**src/rtl/rt_subsys_pkg.sv**
```systemverilog
// Shared field widths, the command word layout and mode detection.
package rt_subsys_pkg;
    localparam int FIELD_W = 5;
    localparam int WORD_W  = 16;

    typedef struct packed {
        logic [FIELD_W-1:0] rta;
        logic               tx;
        logic [FIELD_W-1:0] sa;
        logic [FIELD_W-1:0] wc;
    } cmd_word_t;

    // A subaddress of all zeros or all ones selects a mode command.
    function automatic logic sa_is_mode(input logic [FIELD_W-1:0] sa);
        return (sa == '0) || (sa == '1);
    endfunction
endpackage

```
**src/rtl/rt_cmd_latch.sv**
```systemverilog
// Latches the fields of each accepted command and multiplexes the
// word-count address lines between the latched field and the live counter.
// Assumes cmd_take is a one-cycle strobe already qualified by parity.
module rt_cmd_latch
    import rt_subsys_pkg::*;
#(
    parameter int FW = FIELD_W
) (
    input  logic          clk,
    input  logic          rst_n,
    input  logic          cmd_take,
    input  cmd_word_t     cmd_in,
    input  logic          in_cmd,
    input  logic [FW-1:0] word_cnt,
    output logic [FW-1:0] sa_out,
    output logic [FW-1:0] wc_out,
    output logic [FW-1:0] lat_wc,
    output logic          lat_tx,
    output logic          lat_mode
);
    logic [FW-1:0] sa_q;
    logic [FW-1:0] wc_q;
    logic          tx_q;

    // Capture subaddress, word count and direction of an accepted command.
    always_ff @(posedge clk) begin
        if (!rst_n) begin
            sa_q <= '0;
            wc_q <= '0;
            tx_q <= 1'b0;
        end else if (cmd_take) begin
            sa_q <= cmd_in.sa;
            wc_q <= cmd_in.wc;
            tx_q <= cmd_in.tx;
        end
    end

    // Choose latched field or live counter for the word-count lines.
    always_comb begin
        lat_mode = sa_is_mode(sa_q);
        wc_out   = (!in_cmd || lat_mode) ? wc_q : word_cnt;
    end

    assign sa_out = sa_q;
    assign lat_wc = wc_q;
    assign lat_tx = tx_q;
endmodule

```
**src/rtl/rt_status_xfer.sv**
```systemverilog
// Samples the active-low subsystem flags into status bits on each status
// update and produces the gated data request and direction control.
// Bit 0 of the flag vector must be the busy flag.
module rt_status_xfer #(
    parameter int NFLAG = 3
) (
    input  logic             clk,
    input  logic             rst_n,
    input  logic             status_upd,
    input  logic [NFLAG-1:0] flag_n_in,
    input  logic             core_req,
    input  logic             lat_tx,
    output logic [NFLAG-1:0] stat_bits,
    output logic             sub_req_n,
    output logic             dir_rd
);
    localparam int BUSY_BIT = 0;

    logic [NFLAG-1:0] bits_q;
    logic             req_q;
    logic             rd_q;
    logic             allow;

    // One sampling flop per status bit, loaded only on a status update.
    for (genvar i = 0; i < NFLAG; i++) begin : g_flag
        always_ff @(posedge clk) begin
            if (!rst_n)          bits_q[i] <= 1'b0;
            else if (status_upd) bits_q[i] <= ~flag_n_in[i];
        end
    end

    // Busy suppresses requests for transmit commands only.
    assign allow = core_req && !(lat_tx && bits_q[BUSY_BIT]);

    // Register the request and its direction.
    always_ff @(posedge clk) begin
        if (!rst_n) begin
            req_q <= 1'b0;
            rd_q  <= 1'b0;
        end else begin
            req_q <= allow;
            rd_q  <= allow && lat_tx;
        end
    end

    assign stat_bits = bits_q;
    assign sub_req_n = ~req_q;
    assign dir_rd    = rd_q;
endmodule

```
**src/rtl/rt_block_check.sv**
```systemverilog
// Counts words moved to the subsystem for the current command, tracks
// message errors and decides at end of message whether a good block arrived.
// Assumes cmd_take restarts the count and msg_done is a one-cycle strobe.
module rt_block_check #(
    parameter int FW = 5
) (
    input  logic          clk,
    input  logic          rst_n,
    input  logic          cmd_take,
    input  logic          xfer_done,
    input  logic          msg_err,
    input  logic          msg_done,
    input  logic          par_ok,
    input  logic          lat_tx,
    input  logic          lat_mode,
    input  logic [FW-1:0] lat_wc,
    output logic          gb_fire
);
    localparam int CW = FW + 1;
    localparam logic [CW-1:0] FULL_CNT = CW'(1) << FW;
    localparam logic [CW-1:0] CNT_MAX  = '1;

    logic [CW-1:0] cnt_q;
    logic          err_q;
    logic [CW-1:0] expect_cnt;

    // Word counter, restarted per command and saturating at its maximum.
    always_ff @(posedge clk) begin
        if (!rst_n)                           cnt_q <= '0;
        else if (cmd_take)                    cnt_q <= '0;
        else if (xfer_done && cnt_q != CNT_MAX) cnt_q <= cnt_q + 1'b1;
    end

    // Sticky message-error flag for the current command.
    always_ff @(posedge clk) begin
        if (!rst_n)        err_q <= 1'b0;
        else if (cmd_take) err_q <= 1'b0;
        else if (msg_err)  err_q <= 1'b1;
    end

    // A zero field expects the full count; judge the block at end of message.
    always_comb begin
        expect_cnt = (lat_wc == '0) ? FULL_CNT : CW'(lat_wc);
        gb_fire    = msg_done && par_ok && !lat_tx && !lat_mode &&
                     !err_q && !msg_err && (cnt_q == expect_cnt);
    end
endmodule

```
**src/rtl/rt_pulse_stretch.sv**
```systemverilog
// Turns a one-cycle trigger into an active-low pulse of CYC clock cycles,
// starting the cycle after the trigger; a new trigger restarts the count.
module rt_pulse_stretch #(
    parameter int CYC = 3
) (
    input  logic clk,
    input  logic rst_n,
    input  logic fire,
    output logic pulse_n
);
    localparam int CNT_W = $clog2(CYC + 1);

    logic [CNT_W-1:0] left_q;

    // Load on trigger, otherwise count down to idle.
    always_ff @(posedge clk) begin
        if (!rst_n)           left_q <= '0;
        else if (fire)        left_q <= CNT_W'(CYC);
        else if (left_q != 0) left_q <= left_q - 1'b1;
    end

    assign pulse_n = (left_q == '0);
endmodule

```
**src/rtl/rt_subsys_if.sv**
```systemverilog
// Top of the remote terminal subsystem control logic: address parity gate,
// command latch, status sampling with request gating, block check and the
// two timed pulses. Inputs are synchronous to clk.
module rt_subsys_if
    import rt_subsys_pkg::*;
#(
    parameter int FW     = FIELD_W,
    parameter int WW     = WORD_W,
    parameter int NP_CYC = 3,
    parameter int GB_CYC = 8
) (
    input  logic          clk,
    input  logic          rst_n,
    input  logic          cmd_valid,
    input  logic [WW-1:0] cmd_word,
    input  logic          in_cmd,
    input  logic [FW-1:0] word_cnt,
    input  logic          msg_err,
    input  logic          msg_done,
    input  logic          xfer_done,
    input  logic          core_req,
    input  logic          status_upd,
    input  logic          busy_n,
    input  logic          ssflag_n,
    input  logic          tflag_n,
    input  logic [FW-1:0] addr_straps,
    input  logic          addr_par,
    output logic [FW-1:0] sa_out,
    output logic [FW-1:0] wc_out,
    output logic          stat_busy,
    output logic          stat_ssflag,
    output logic          stat_tflag,
    output logic          sub_req_n,
    output logic          dir_rd,
    output logic          resp_en,
    output logic          newcmd_n,
    output logic          goodblk_n
);
    logic          par_ok;
    logic          cmd_take;
    logic          gb_fire;
    logic          lat_tx;
    logic          lat_mode;
    logic [FW-1:0] lat_wc;
    logic [2:0]    stat_bits;
    cmd_word_t     cmd_s;

    // Odd parity over straps and parity bit qualifies every command.
    always_comb begin
        par_ok   = ^{addr_straps, addr_par};
        cmd_take = cmd_valid && par_ok;
        cmd_s    = cmd_word_t'(cmd_word);
    end

    rt_cmd_latch #(.FW(FW)) u_latch (
        .clk      (clk),
        .rst_n    (rst_n),
        .cmd_take (cmd_take),
        .cmd_in   (cmd_s),
        .in_cmd   (in_cmd),
        .word_cnt (word_cnt),
        .sa_out   (sa_out),
        .wc_out   (wc_out),
        .lat_wc   (lat_wc),
        .lat_tx   (lat_tx),
        .lat_mode (lat_mode)
    );

    rt_status_xfer #(.NFLAG(3)) u_stat (
        .clk        (clk),
        .rst_n      (rst_n),
        .status_upd (status_upd),
        .flag_n_in  ({tflag_n, ssflag_n, busy_n}),
        .core_req   (core_req),
        .lat_tx     (lat_tx),
        .stat_bits  (stat_bits),
        .sub_req_n  (sub_req_n),
        .dir_rd     (dir_rd)
    );

    rt_block_check #(.FW(FW)) u_blk (
        .clk       (clk),
        .rst_n     (rst_n),
        .cmd_take  (cmd_take),
        .xfer_done (xfer_done),
        .msg_err   (msg_err),
        .msg_done  (msg_done),
        .par_ok    (par_ok),
        .lat_tx    (lat_tx),
        .lat_mode  (lat_mode),
        .lat_wc    (lat_wc),
        .gb_fire   (gb_fire)
    );

    rt_pulse_stretch #(.CYC(NP_CYC)) u_np (
        .clk     (clk),
        .rst_n   (rst_n),
        .fire    (cmd_take),
        .pulse_n (newcmd_n)
    );

    rt_pulse_stretch #(.CYC(GB_CYC)) u_gb (
        .clk     (clk),
        .rst_n   (rst_n),
        .fire    (gb_fire),
        .pulse_n (goodblk_n)
    );

    assign stat_busy   = stat_bits[0];
    assign stat_ssflag = stat_bits[1];
    assign stat_tflag  = stat_bits[2];
    assign resp_en     = par_ok;
endmodule

```
**config.mk**
```make
export PLATFORM = sky130hd
export DESIGN_NAME = rt_subsys_if
export DESIGN_NICKNAME = d
export VERILOG_FILES = /design/src/rtl/rt_subsys_pkg.sv /design/src/rtl/rt_cmd_latch.sv /design/src/rtl/rt_status_xfer.sv /design/src/rtl/rt_block_check.sv /design/src/rtl/rt_pulse_stretch.sv /design/src/rtl/rt_subsys_if.sv
export SDC_FILE = /design/constraint.sdc
export NUM_CORES = 1
export LEC_CHECK = 0
export ABC_AREA = 1
export CORE_ASPECT_RATIO = 0.5
export CORE_MARGIN = 2
export CORE_UTILIZATION = 40
export DETAILED_ROUTE_END_ITERATION = 10
export GPL_TIMING_DRIVEN = 0
export HOLD_SLACK_MARGIN = 0.06
export PLACE_DENSITY = 0.76
export SLEW_MARGIN = 20
export SYNTH_ARGS = -nofsm -noshare
export SYNTH_HDL_FRONTEND = slang
export SYNTH_SLANG_ARGS = --single-unit
```
**constraint.sdc**
```tcl
create_clock -name clk -period 1.4 [get_ports clk]
set_clock_uncertainty 0.1 [all_clocks]
set_input_delay 0.42 -clock clk [delete_from_list [all_inputs] [get_ports clk]]
set_output_delay 0.42 -clock clk [all_outputs]
set_load 0.005 [all_outputs]
```
; Word level (Yosys, flattened, before mapping)
; Index checks and enable logic that the tools add are counted.
[op_classes]
addsub = 3
bitwise_logic = 5
n_mux = 6
n_eq_ne = 3
n_reduce_logical = 30
[ops]
columns = cell, count
row1 = logical AND 1 bit, 11
row2 = logical NOT 5 bit, 2
row3 = two-way mux 4 bit, 2
row4 = adder 6 x 1 -> 6 bit (second input constant), 1
row5 = equality test 6 bit, 1
row6 = logical NOT 1 bit, 6
row7 = two-way mux 6 bit, 1
row8 = inequality test 6 bit (second input constant), 1
row9 = nonzero test 2 bit, 3
row10 = parity 6 bit, 1
row11 = equality test 5 bit (second input constant), 1
row12 = two-way mux 5 bit, 1
row13 = NOT 1 bit, 5
row14 = logical NOT 4 bit, 1
row15 = two-way mux 2 bit, 2
row16 = nonzero test 4 bit, 1
row17 = OR reduction 2 bit, 2
row18 = subtractor 4 x 1 -> 4 bit (second input constant), 1
row19 = logical NOT 2 bit, 1
row20 = logical OR 1 bit, 2
row21 = subtractor 2 x 1 -> 2 bit (second input constant), 1
[word_totals]
ff_bits = 29

; Depth between registers and ports, before layout
[depth]
word_depth = 8
ltp_mapped = 12

; Modules after synthesis
; A second synthesis with hierarchy kept.
[hier_totals]
hier_cells = 254
hier_area_um2 = 1644.1
[modules_own_cells]
columns = mod, cells_per_inst, n_inst, area_each_um2
row1 = rt_cmd_latch, 73, 1, 521.8
row2 = rt_block_check, 84, 1, 504.2
row3 = rt_pulse_stretch at u_gb, 28, 1, 206.4
row4 = rt_status_xfer, 24, 1, 173.9
row5 = rt_subsys_if, 26, 1, 123.9
row6 = rt_pulse_stretch at u_np, 19, 1, 113.9

; Worst setup path before layout
; No wires, ideal clock.
[synth_timing]
path_kind = flip-flop to output port
from = register u_latch.sa_q[2], in the netlist u_latch.sa_out[2]
to = output port wc_out[0]
path_stages_with_launch = 7
path_slack_ps = -142
t_arrival_ps = 1022
path_buffers = 0
cell_sequence = dfxtp_1 -> nor2_1 -> nand2_1 -> nor2_1 -> nor3b_2 -> nand2_1 -> o21ai_0
[synth_via]
elab_chain_cells = 4
elab_cells_between_ends = 5
classes_between = 1 x eq/ne / 1 x mux / 3 x reduce/logical
[synth_lines]
columns = item, line_no
row1 = start: declaration, rt_cmd_latch.sv:21  ; logic [FW-1:0] sa_q;
row2 = start signal: assignment, rt_cmd_latch.sv:32  ; sa_q <= cmd_in.sa;
row3 = equality test 5 bit or logical NOT 5 bit (tied branches), rt_subsys_pkg.sv:15  ; return (sa == '0) || (sa == '1);
row4 = logical OR 1 bit (*), rt_subsys_pkg.sv:15
row5 = logical OR 1 bit (*), rt_cmd_latch.sv:41  ; wc_out = (!in_cmd || lat_mode) ? wc_q : word_cnt;
row6 = two-way mux 5 bit (*), rt_cmd_latch.sv:41
row7 = end: declaration, rt_subsys_if.sv:29  ; output logic [FW-1:0] wc_out,
; Every way passes the cells marked *; elsewhere a longest branch is shown, timed or not.

; Worst setup path in the final report
[layout_timing]
from = register u_latch.sa_q[4], in the netlist u_latch.sa_out[4]
to = output port wc_out[4]
; The elaborated chain is that of the path after synthesis.

==> results.json <==
{
  "finalHoldViolations": 0,
  "stdcell_count": 369,
  "yosys_warnings": 0,
  "grt_overflow_total": 0,
  "yosysUniqueCellTypes": 23,
  "cts_tree": "built",
  "final.setup.worst_slack_ns": -0.667,
  "netlist_area_um2": 1560,
  "avgRoutedWirePerCell_um": 13.9,
  "first_iter_violations": 71,
  "crit_path_end_kind": "output pin",
  "synth_seq_cells": 29,
  "finalSetupViolations": 26,
  "cts-root-buf": "clkbuf_8",
  "grt_pass1_wl_um": 7190,
  "synth-edff-count": 0,
  "cp.required_ns": 0.88,
  "gp_congestion": 0.836,
  "cp-endpoint": "wc_out[4]",
  "leakagePower_nw": 1.27,
  "hold_path_depth": 2,
  "antenna_found_initial": 0,
  "first_global_vias": 1566,
  "hpwl_um": 2890,
  "place_inst": 338,
  "final_antenna_net_count": 0,
  "hold_buffers": 0,
  "syn_inst": 237,
  "most-common-layout-cells": "nand2_1 (32), nand2_2 (25), nor2_1 (25)",
  "r2r_setup_slack_ns": -0.09,
  "fp.dieW_um": 92.2,
  "async_flop_share_pct": 0,
  "clkTransAtPathRegs_ns": 0.07,
  "drive_gt1_share_pct": 50.9,
  "syn_to_final_growth_pct": 82.0,
  "routed_wl_um": 5120,
  "r2r-end": "u_blk.cnt_q[3]$_SDFFE_PP0P_",
  "ios": 57,
  "worstSetupPathType": "flip-flop to output pin",
  "die_area_um2": 4430,
  "drv_cap": 0,
  "worst_slew_pin_slew_ns": 0.293,
  "p_per_area_nw_per_um2": 1260,
  "rr_worst_depth": 9,
  "status": "finished, violations left",
  "ys_seq_area_share_pct": 37.3,
  "grt_max_degree": 11,
  "numPortBuffers": 50,
  "htree_levels": 2,
  "synth_ff_type": "dfxtp_1",
  "drc": 0,
  "reg2reg_from": "u_blk.cnt_q[0]$_SDFFE_PP0P_",
  "syn_nets": 279,
  "violations": "negative setup slack",
  "startpoint_type": "flip-flop",
  "post-place-ws_ns": -1.09,
  "cts_num_sinks": 29,
  "firstDrtPassIters": 4,
  "rsz0062_at_grt": "true",
  "maxSlewHeadroom_pct": 80.5,
  "nNetsFinal": 359,
  "final_common_cell": "nand2_1",
  "peakVddDrop_mv": 0.634,
  "clockBufferDepth": 2,
  "track_usage_pct": 21.5,
  "vias": 1782,
  "start_util_pct": 43.4,
  "max_freq_mhz": 484,
  "cp_max_fo": 5,
  "via_per_inst": 4.83,
  "coreArea_um2": 3580,
  "min_period_ns": 2.07,
  "nFillCells": 229,
  "n_antenna_cell": 0,
  "clock_latency_ns": 0.30,
  "finalCritPeriodShare_pct": 148,
  "cp.arrival_ns": 1.55,
  "slew_violations": 0,
  "postSynthAreaPerCell_um2": 6.56,
  "cts-buffers-inserted": 5,
  "timing.critical_path.from": "u_latch.sa_out[4]$_SDFFE_PN0P_",
  "min_path_type": "flip-flop to flip-flop",
  "row_count": 15,
  "die_h_um": 48.1
}
cell families after synthesis:
group                    share of synthesized area (%)
AND/OR/NAND/NOR                                   34.5
adder cells (fa/ha/maj)                           2.41
flip-flops                                        37.3
buffers and inverters                             11.3
multiplexers                                     0.724
AO/OA/AOI/OAI                                     9.74
XOR/XNOR                                          3.94
cell usage after synthesis, types with 3 or more instances:
master	count	area share, %
nor3_1	3	0.97
nand3_1	7	2.3
xor2_1	5	2.8
o21ai_0	12	3.9
nand2_2	4	1.6
nor2_1	47	11
buf_6	3	2.2
dfxtp_1	29	37
inv_1	35	8.4
nand2_1	63	15
ha_1	3	2.4
a21oi_1	12	3.9
metrics by stage:
stage	hold slack, ns	util, %	cell area, µm²	setup TNS, ns	total power [mW]
after floorplan	0.337	-	1600	-0.371	1.60
after global placement	0.356	60.2	2160	-19.76	1.96
after detailed placement	0.362	60.2	2160	-20.91	2.00
after CTS	0.376	71.6	2560	-4.41	3.33
after global routing	0.422	79.0	2830	-6.67	3.76
final	0.383	79.0	2830	-4.59	3.56
registers in the layout, indices dropped and copies added, names as in the netlist:
| name | cells |
|---|---|
| u_latch.lat_tx | 1 |
| u_gb.left_q | 4 |
| u_np.left_q | 2 |
| u_stat.req_q | 1 |
| u_latch.sa_out | 5 |
| u_latch.lat_wc | 5 |
| u_stat.stat_bits | 3 |
| u_blk.cnt_q | 6 |
| u_blk.err_q | 1 |
| u_stat.dir_rd | 1 |
metal layers:
layer / up-vias / global-route usage, % / share of wire, % / routed length [µm]
met1: 850 / 25.9 / 41 / 2110
met3: 7 / 5.10 / 3.9 / 199
met2: 33 / 40.4 / 54 / 2760
li1: 892 / - / - / -
met5: - / 0 / 0 / 0
met4: 0 / 6.87 / 1.2 / 59
worst max-delay path: stages, from the launching register on:
cell and delay (ns):
dfxtp_2 0.36, inv_2 0.05, nand2_2 0.08, nor2_4 0.05, nor3b_4 0.24, buf_6 0.16
nand2_2 0.04, o21ai_1 0.11, buf_2 0.17
power breakdown:
| part | total, mW | internal [mW] | switching [mW] |
|---|---|---|---|
| clock network | 1.07 | 0.707 | 0.365 |
| logic | 1.44 | 0.737 | 0.703 |
| registers | 1.05 | 0.951 | 0.100 |
worst min-delay path by stage:
| stage | to | from |
|---|---|---|
| 2_1_floorplan | u_stat.req_q$_SDFF_PN0_ | u_latch.lat_tx$_SDFFE_PN0P_ |
| 3_3_place_gp | u_blk.err_q$_SDFFE_PP0P_ | u_blk.err_q$_SDFFE_PP0P_ |
| 3_5_place_dp | u_blk.err_q$_SDFFE_PP0P_ | u_blk.err_q$_SDFFE_PP0P_ |
| 4_1_cts | u_blk.err_q$_SDFFE_PP0P_ | u_blk.err_q$_SDFFE_PP0P_ |
| 5_1_grt | u_blk.err_q$_SDFFE_PP0P_ | u_blk.err_q$_SDFFE_PP0P_ |
| 6_report | u_blk.err_q$_SDFFE_PP0P_ | u_blk.err_q$_SDFFE_PP0P_ |
final cells by class:
type	instances	area, µm²	area share (%)
timing repair buffer	73	682	24.1
inverter	37	139	4.91
clock inverter	3	65.1	2.30
sequential	29	604	21.4
multi-input combinational	167	1160	41.2
tap	51	63.8	2.25
clock buffer	5	68.8	2.43
buffer	4	42.5	1.50
timing repair:
item | in CTS | in global routing
endpoints found under the setup margin | 42 | 42
buffers inserted | 16 | 6
gates resized for setup | 142 | 80
gates cloned | 2 | 0
pin swaps | 25 | 24
Note: power is estimated with default switching activity, not from simulation.
